## src/rtl/pvm_pkg.sv

```systemverilog
package pvm_pkg;

  typedef enum logic [1:0] {
    MJ_COLLECT = 2'd0,
    MJ_EMIT    = 2'd1,
    MJ_DONE    = 2'd2
  } mj_state_e;

  // Fan-out exponent of a layer's lookup: 2**shift patterns share a word.
  function automatic int unsigned shift_of(input int unsigned layer);
    return layer % 3;
  endfunction

endpackage

```

## src/rtl/pvm_comparator.sv

```systemverilog
module pvm_comparator #(
  parameter int unsigned LAYER    = 0,
  parameter int unsigned WORD_W   = 16,
  parameter int unsigned ID_W     = 5,
  parameter int unsigned NUM_PAT  = 32,
  parameter int unsigned MAX_FIRE = 4,
  localparam int unsigned CNT_W   = $clog2(MAX_FIRE + 1)
) (
  input  logic [WORD_W-1:0]                word_i,
  output logic [CNT_W-1:0]                 cnt_o,
  output logic [MAX_FIRE-1:0][ID_W-1:0]    ids_o
);

  localparam int unsigned SH    = pvm_pkg::shift_of(LAYER);
  localparam int unsigned FAN   = 1 << SH;
  localparam int unsigned BASES = NUM_PAT >> SH;

  logic            tag_ok;
  logic            pad_ok;
  logic            base_ok;
  logic [ID_W-1:0] base;

  always_comb begin
    tag_ok  = (word_i[WORD_W-1 -: 4] == 4'(LAYER));
    pad_ok  = (word_i[WORD_W-5:ID_W] == '0);
    base    = word_i[ID_W-1:0];
    base_ok = (32'(base) < BASES);
    cnt_o   = (tag_ok && pad_ok && base_ok) ? CNT_W'(FAN) : '0;
  end

  for (genvar j = 0; j < MAX_FIRE; j++) begin : g_slot
    if (j < FAN) begin : g_used
      assign ids_o[j] = ID_W'((32'(base) << SH) + 32'(j));
    end else begin : g_spare
      assign ids_o[j] = '0;
    end
  end

endmodule

```

## src/rtl/pvm_layer_ingest.sv

```systemverilog
module pvm_layer_ingest #(
  parameter int unsigned ID_W     = 5,
  parameter int unsigned DEPTH    = 8,
  parameter int unsigned MAX_FIRE = 4,
  localparam int unsigned CNT_W   = $clog2(MAX_FIRE + 1),
  localparam int unsigned IDX_W   = $clog2(MAX_FIRE),
  localparam int unsigned PTR_W   = $clog2(DEPTH),
  localparam int unsigned OCC_W   = $clog2(DEPTH + 1)
) (
  input  logic                          clk,
  input  logic                          rst_n,
  input  logic                          in_valid,
  input  logic                          in_eoe,
  output logic                          in_ready,
  input  logic [CNT_W-1:0]              fire_cnt,
  input  logic [MAX_FIRE-1:0][ID_W-1:0] fire_ids,
  input  logic                          pop_i,
  output logic [ID_W:0]                 head_o,
  output logic                          empty_o,
  output logic                          ovf_o
);

  logic [CNT_W-1:0]              pend_left;
  logic [IDX_W-1:0]              pend_idx;
  logic                          pend_eoe;
  logic [MAX_FIRE-1:0][ID_W-1:0] pend_ids;

  logic [ID_W:0]  mem [DEPTH];
  logic [PTR_W-1:0] wr_ptr;
  logic [PTR_W-1:0] rd_ptr;
  logic [OCC_W-1:0] occ;

  logic          accept;
  logic          push;
  logic          full;
  logic          do_wr;
  logic          do_rd;
  logic [ID_W:0] push_entry;

  always_comb begin
    in_ready   = (pend_left == '0);
    accept     = in_valid && in_ready;
    push       = (pend_left != '0);
    full       = (occ == OCC_W'(DEPTH));
    empty_o    = (occ == '0);
    do_wr      = push && !full;
    do_rd      = pop_i && !empty_o;
    push_entry = pend_eoe ? {1'b1, {ID_W{1'b0}}} : {1'b0, pend_ids[pend_idx]};
    head_o     = mem[rd_ptr];
  end

  // Serializer: one fired number (or the marker) per cycle.
  always_ff @(posedge clk) begin
    if (!rst_n) begin
      pend_left <= '0;
      pend_idx  <= '0;
      pend_eoe  <= 1'b0;
      pend_ids  <= '0;
    end else if (accept) begin
      pend_eoe  <= in_eoe;
      pend_ids  <= fire_ids;
      pend_idx  <= '0;
      pend_left <= in_eoe ? CNT_W'(1) : fire_cnt;
    end else if (push) begin
      pend_left <= pend_left - CNT_W'(1);
      pend_idx  <= pend_idx + IDX_W'(1);
    end
  end

  always_ff @(posedge clk) begin
    if (do_wr) mem[wr_ptr] <= push_entry;
  end

  always_ff @(posedge clk) begin
    if (!rst_n) begin
      wr_ptr <= '0;
      rd_ptr <= '0;
      occ    <= '0;
      ovf_o  <= 1'b0;
    end else begin
      if (do_wr) wr_ptr <= (wr_ptr == PTR_W'(DEPTH - 1)) ? '0 : wr_ptr + PTR_W'(1);
      if (do_rd) rd_ptr <= (rd_ptr == PTR_W'(DEPTH - 1)) ? '0 : rd_ptr + PTR_W'(1);
      case ({do_wr, do_rd})
        2'b10:   occ <= occ + OCC_W'(1);
        2'b01:   occ <= occ - OCC_W'(1);
        default: occ <= occ;
      endcase
      if (push && full) ovf_o <= 1'b1;
    end
  end

endmodule

```

## src/rtl/pvm_majority.sv

```systemverilog
module pvm_majority #(
  parameter int unsigned LAYERS  = 6,
  parameter int unsigned ID_W    = 5,
  parameter int unsigned NUM_PAT = 32,
  localparam int unsigned THR_W  = $clog2(LAYERS + 1)
) (
  input  logic                          clk,
  input  logic                          rst_n,
  input  logic [LAYERS-1:0]             empty_i,
  input  logic [LAYERS-1:0][ID_W:0]     heads_i,
  output logic [LAYERS-1:0]             pop_o,
  input  logic [THR_W-1:0]              thr_i,
  output logic                          out_valid,
  input  logic                          out_ready,
  output logic [ID_W-1:0]               out_id,
  output logic                          evt_done
);

  import pvm_pkg::*;

  mj_state_e                         state;
  logic [NUM_PAT-1:0][LAYERS-1:0]    hits;
  logic [LAYERS-1:0]                 seen;
  logic [ID_W-1:0]                   idx;
  logic                              match;
  logic                              advance;

  always_comb begin
    for (int l = 0; l < LAYERS; l++) begin
      pop_o[l] = (state == MJ_COLLECT) && !seen[l] && !empty_i[l];
    end
    match     = ($countones(hits[idx]) >= int'(thr_i));
    out_valid = (state == MJ_EMIT) && match;
    out_id    = idx;
    advance   = (state == MJ_EMIT) && (!match || out_ready);
    evt_done  = (state == MJ_DONE);
  end

  always_ff @(posedge clk) begin
    if (!rst_n) begin
      state <= MJ_COLLECT;
      hits  <= '0;
      seen  <= '0;
      idx   <= '0;
    end else begin
      for (int l = 0; l < LAYERS; l++) begin
        if (pop_o[l]) begin
          if (heads_i[l][ID_W]) seen[l] <= 1'b1;
          else                  hits[heads_i[l][ID_W-1:0]][l] <= 1'b1;
        end
      end
      case (state)
        MJ_COLLECT: begin
          if (&seen) begin
            state <= MJ_EMIT;
            idx   <= '0;
          end
        end
        MJ_EMIT: begin
          if (advance) begin
            hits[idx] <= '0;
            if (idx == ID_W'(NUM_PAT - 1)) state <= MJ_DONE;
            else                          idx   <= idx + ID_W'(1);
          end
        end
        default: begin
          seen  <= '0;
          state <= MJ_COLLECT;
        end
      endcase
    end
  end

endmodule

```

## src/rtl/pattern_vote_top.sv

```systemverilog
module pattern_vote_top #(
  parameter int unsigned LAYERS     = 6,
  parameter int unsigned WORD_W     = 16,
  parameter int unsigned ID_W       = 5,
  parameter int unsigned NUM_PAT    = 32,
  parameter int unsigned MAX_FIRE   = 4,
  parameter int unsigned FIFO_DEPTH = 8,
  parameter int unsigned DEF_THR    = 5,
  localparam int unsigned THR_W     = $clog2(LAYERS + 1),
  localparam int unsigned CNT_W     = $clog2(MAX_FIRE + 1)
) (
  input  logic                     clk,
  input  logic                     rst_n,
  input  logic                     thr_wr,
  input  logic [THR_W-1:0]         thr_val,
  input  logic [LAYERS-1:0]        lane_valid,
  input  logic [LAYERS-1:0]        lane_eoe,
  input  logic [LAYERS*WORD_W-1:0] lane_word,
  output logic [LAYERS-1:0]        lane_ready,
  output logic [LAYERS-1:0]        lane_ovf,
  output logic                     hit_valid,
  input  logic                     hit_ready,
  output logic [ID_W-1:0]          hit_id,
  output logic                     evt_done
);

  logic [THR_W-1:0]              thr_q;
  logic [LAYERS*CNT_W-1:0]       fire_cnt_flat;
  logic [LAYERS-1:0]             fifo_empty;
  logic [LAYERS-1:0]             fifo_pop;
  logic [LAYERS-1:0][ID_W:0]     fifo_head;

  always_ff @(posedge clk) begin
    if (!rst_n)      thr_q <= THR_W'(DEF_THR);
    else if (thr_wr) thr_q <= thr_val;
  end

  for (genvar l = 0; l < LAYERS; l++) begin : g_lane
    logic [CNT_W-1:0]              cnt;
    logic [MAX_FIRE-1:0][ID_W-1:0] ids;

    pvm_comparator #(
      .LAYER(l), .WORD_W(WORD_W), .ID_W(ID_W),
      .NUM_PAT(NUM_PAT), .MAX_FIRE(MAX_FIRE)
    ) cmp_i (
      .word_i (lane_word[l*WORD_W +: WORD_W]),
      .cnt_o  (cnt),
      .ids_o  (ids)
    );

    assign fire_cnt_flat[l*CNT_W +: CNT_W] = cnt;

    pvm_layer_ingest #(
      .ID_W(ID_W), .DEPTH(FIFO_DEPTH), .MAX_FIRE(MAX_FIRE)
    ) ing_i (
      .clk      (clk),
      .rst_n    (rst_n),
      .in_valid (lane_valid[l]),
      .in_eoe   (lane_eoe[l]),
      .in_ready (lane_ready[l]),
      .fire_cnt (cnt),
      .fire_ids (ids),
      .pop_i    (fifo_pop[l]),
      .head_o   (fifo_head[l]),
      .empty_o  (fifo_empty[l]),
      .ovf_o    (lane_ovf[l])
    );
  end

  pvm_majority #(
    .LAYERS(LAYERS), .ID_W(ID_W), .NUM_PAT(NUM_PAT)
  ) vote_i (
    .clk       (clk),
    .rst_n     (rst_n),
    .empty_i   (fifo_empty),
    .heads_i   (fifo_head),
    .pop_o     (fifo_pop),
    .thr_i     (thr_q),
    .out_valid (hit_valid),
    .out_ready (hit_ready),
    .out_id    (hit_id),
    .evt_done  (evt_done)
  );

endmodule

```

## config.mk

```make
export PLATFORM = sky130hd
export DESIGN_NAME = pattern_vote_top
export DESIGN_NICKNAME = d
export VERILOG_FILES = /design/src/rtl/pvm_pkg.sv /design/src/rtl/pvm_comparator.sv /design/src/rtl/pvm_layer_ingest.sv /design/src/rtl/pvm_majority.sv /design/src/rtl/pattern_vote_top.sv
export SDC_FILE = /design/constraint.sdc
export NUM_CORES = 1
export LEC_CHECK = 0
export ABC_CLOCK_PERIOD_IN_PS = 9820
export BUFFER_PORTS_ARGS = -buffer_cell sky130_fd_sc_hd__buf_2
export CAP_MARGIN = 15
export CORE_ASPECT_RATIO = 1.1
export CORE_MARGIN = 3
export CORE_UTILIZATION = 40
export CTS_CLUSTER_SIZE = 30
export DETAILED_ROUTE_END_ITERATION = 10
export PLACE_DENSITY = 0.53
export SLEW_MARGIN = 40
export SYNTH_ARGS = -nofsm -noshare
export SYNTH_HDL_FRONTEND = slang
export SYNTH_SLANG_ARGS = --single-unit
```

## constraint.sdc

```tcl
create_clock -name clk -period 9.82 [get_ports clk]
set_clock_uncertainty 0.2 [all_clocks]
set_input_delay 1.964 -clock clk [delete_from_list [all_inputs] [get_ports clk]]
set_output_delay 1.964 -clock clk [all_outputs]
set_load 0.1 [all_outputs]
```

==> summary.md <==
| Metric | Value |
|---|---|
| Worst hold start | `g_lane[2].ing_i.pend_idx[1]` |
| Average detailed-routed wire length per instance | `19.1 µm` |
| Worst r2r path cells | `16` |
| Post-synthesis mux area share | `0.137` |
| Nets in the synthesized netlist | `2447` |
| Final number of max-transition violations | `0` |
| R2r startpoint | `vote_i.out_id[0]` |
| Crit Path Max Fanout | `31` |
| First-pass GRT wire length | `100000 µm` |
| Post-route setup TNS | `0 ns` |
| Number of unique standard cell types used by synthesis | `65` |
| Overall die height | `281 µm` |
| Placed cell count | `3238` |
| Total wirelength of the detailed-routed design | `64300 µm` |
| Number of endpoints failing setup at the final stage | `0` |
| Worst-case headroom to the max-slew limit | `0.436` |
| Kind of cell adding the most delay to the critical path | `adder cells` |
| Layout net count | `2580` |
| Combinational family with the most area after synthesis | `simple AND/OR/NAND/NOR gates` |
| Largest stage delay on the critical path | `0.72 ns` |
| Post-detailed-route DRC marker count | `0` |
| Internal reg-to-reg setup slack | `3.70 ns` |
| Antenna violations before repair | `1` |
| Vias after detailed routing | `17800` |
| Number of hold-repair buffers added at the cts stage | `0` |
| Number of enable-type register cells in the synthesized netlist | `288` |
| Share of synthesized cell area in full adder, half adder and majority cells | `0.0365` |
| Worst r2r dst | `vote_i.hits[12]` |
| Maximum achievable frequency | `0.130 GHz` |
| Flip-flop and latch count after synthesis | `644` |
| Post-Syn Area per Cell | `12.2 µm²` |
| Final antenna-violating net count | `0` |
| GRT Util Overall | `0.179` |
| Number of hold violations in the final report | `0` |
| HPWL reported at the end of detailed placement | `43500 µm` |
| Overflow left after global routing | `0` |
| Xor and xnor area share after synthesis | `0.00636` |
| Maximum level of the CTS H-tree | `3` |
| Max-cap viol count | `0` |
| Portion of the post-synthesis area used by sequential elements | `0.573` |
| Post-synth ARST share | `0` |
| Critical Path, Cell by Cell | `buf_4 -> mux4_2 -> a22oi_1 -> nand4_1 -> ha_1 -> fa_1 -> inv_1 -> ha_1 -> nand2b_1 -> a21o_1 -> a31oi_1 -> nor2_1 -> buf_2` |
| Starting density of the core | `0.406` |
| Number of buffer and inverter instances along the worst setup path | `3` |
| Outcome | `complete, no violations` |
| Area overhead of the layout relative to synthesis | `14.5%` |
| Maximum vdd ir drop | `0.000250 V` |
| Clock period minus final worst setup slack | `7.67 ns` |
| Number of cells upsized or downsized after cts | `0` |
| DR pass1 iterations | `5` |
| Part of the cycle the worst path needs | `0.781` |
| Transition at the pin with the smallest max-transition slack | `0.840 ns` |
| Maximum number of pins on one net before global-route repair | `111` |
| CTS tree | `done` |
| Most repeated library cell on the critical path | `ha_1` |
| Number of cell rows | `100` |
| Post-route insts no fill | `3360` |
| Placer Congestion | `0.827` |
| CP startpoint kind | `flop` |
| Path category of the worst min-delay check | `reg2reg` |
| Clk_lat worst skew | `0.60 ns` |
| Simple-gate share of the synthesized area | `0.143` |
| Post-Synthesis Cell Area | `27600 µm²` |
| Via count of the first global-routing pass | `17700` |
| Total clock buffers created by CTS | `68` |
| Drt first-iter violations | `1159` |
| Worst Hold Endpoint | `g_lane[2].ing_i.pend_idx[1]` |
| Worst hold path cell count | `1` |
| Standby leakage power | `11.3 nW` |
| Clock tree buffer depth | `3` |
| Core region area | `67900 µm²` |
| Compound-gate portion of the synthesized area | `0.0795` |
| Crit path DAT | `5.50 ns` |
| Post-CTS repair timing setup buffer count | `0` |
| Sinks on the clock net | `644` |
| RSZ-0062 raised after global routing | `false` |
| Power per standard cell area | `300 nW/µm²` |
| Clock-pin slew reported for the worst setup and hold paths after clock tree synthesis | `0.06 ns` |
| Data required time of the critical path | `7.66 ns` |
| Post-Synthesis Cells | `2257` |
| Count of buffers from port buffering | `133` |
| Most used DFF post-synth | `dfxtp_1` |
| Highest-delay cell along the critical path | `dfxtp_4` |
| Inserted Diodes | `0` |
| Boundary pin count | `134` |
| Endpoint type of the worst setup path | `output port` |
| Vias per inst | `5.29` |
| Yosys warns | `0` |
| Class of the most critical setup path | `reg2out` |
| Root cell of the clock tree | `clkbuf_16` |
| Share of layout cells above drive strength 1 | `0.212` |
| Width of the die | `256 µm` |
| Overall die area | `72100 µm²` |
per-layer routing:
| metal | global-route usage | part of all wire |
|---|---|---|
| met1 | 0.233 | 0.44 |
| met2 | 0.297 | 0.48 |
| met3 | 0.0351 | 0.059 |
| met4 | 0.0661 | 0.029 |
| met5 | 0 | 0.00020 |
worst max-delay path by stage:
stage / from / end / slack [ns] / cells after the start
final: vote_i.out_id[0] / hit_valid / 2.15 / 13
after global routing: vote_i.out_id[0] / hit_valid / 1.85 / 13
after CTS: vote_i.out_id[0] / hit_valid / 2.09 / 13
after detailed placement: vote_i.out_id[0] / hit_valid / 2.75 / 13
after global placement: vote_i.out_id[0] / hit_valid / 2.83 / 13
after floorplan: vote_i.out_id[0] / hit_valid / 2.29 / 11
kinds of logic after synthesis:
kind of cell             after synthesis
buffers and inverters                144
XOR/XNOR                              20
multiplexers                         209
AND/OR/NAND/NOR                      778
adder cells (fa/ha/maj)               75
flip-flops                           644
AO/OA/AOI/OAI                        387
worst register-to-register path: stages, from the launching register on:
cell and delay, ns:
dfxtp_4 0.72, buf_4 0.58, mux4_2 0.59, a22oi_1 0.25, nand4_1 0.23, ha_1 0.36
fa_1 0.51, inv_1 0.04, ha_1 0.25, nand2b_1 0.14, a21o_1 0.18, a31oi_1 0.57
o211ai_1 0.32, buf_2 0.26, o21ai_2 0.53, buf_4 0.23, nor2_1 0.04
layout make-up:
class / count / area [µm²]
well taps: 918 / 1150
clock buffers: 103 / 2060
fillers: 6108 / 36400
inverters: 56 / 210
repair buffers: 151 / 800
flip-flops and latches: 644 / 15800
multi-input cells: 1469 / 11400
clock inverters: 19 / 174
synthesized netlist by cell type, types with 26 or more instances:
master    number  area, µm²
a21boi_0      36        270
a21oi_1      224       1120
and2_1        44        275
clkbuf_1      44        165
dfxtp_1      356       7130
edfxtp_1     288       8650
ha_1          66        826
inv_1         54        203
mux2i_1       60        601
mux4_2       116       2610
nand2_1      122        458
nand2b_1      30        188
nand3_1       26        130
nor2_1       305       1140
nor2b_1       74        463
nor3_1        48        240
o21ai_0       32        160
o21ai_1       32        160
metrics by stage:
step / setup slack [ns] / hold WS, ns / util / area (µm²) / total power [mW]
after detailed placement: 2.75 / 0.243 / 0.431 / 29300 / 7.03
after floorplan: 2.29 / 0.220 / - / 27600 / 6.24
final: 2.15 / 0.247 / 0.464 / 31500 / 9.48
after global placement: 2.83 / 0.235 / 0.427 / 29000 / 6.91
after CTS: 2.09 / 0.249 / 0.464 / 31500 / 9.60
after global routing: 1.85 / 0.267 / 0.464 / 31500 / 10.1
power breakdown:
group / internal (mW) / switching, mW
sequential: 3.32 / 0.392
clock: 1.50 / 1.04
combinational: 1.27 / 1.96
total: 6.09 / 3.38
state kept, by name (all words and copies together) (netlist names), named ones only:
name / flops
g_lane.ing_i.mem: 288
vote_i.seen: 6
vote_i.hits: 192
g_lane.ing_i.pend_left: 18
g_lane.ing_i.wr_ptr: 18
g_lane.ing_i.occ: 24
vote_i.out_id: 5
vote_i.state: 2
g_lane.ing_i.ovf_o: 6
g_lane.ing_i.pend_idx: 12
g_lane.ing_i.pend_ids: 28
thr_q: 3
g_lane.ing_i.pend_eoe: 6
g_lane.ing_i.rd_ptr: 18
layout by cell type (no fill, tap or decap), types with 17 or more instances in the layout:
cell type / instances
clkbuf_8: 17
nor2_1: 304
nor3_2: 30
inv_1: 54
mux4_2: 116
nand2b_1: 30
nor3_1: 25
nand3_1: 26
a21oi_1: 224
buf_2: 136
nor4_1: 20
nor2b_1: 74
edfxtp_1: 288
and2_1: 44
o21ai_2: 30
dfxtp_1: 347
a22oi_1: 24
mux2i_1: 60
o21ai_0: 32
a21boi_0: 36
nand2_1: 122
clkbuf_16: 71
ha_1: 66
No activity file was read; power rests on OpenSTA's default activity.
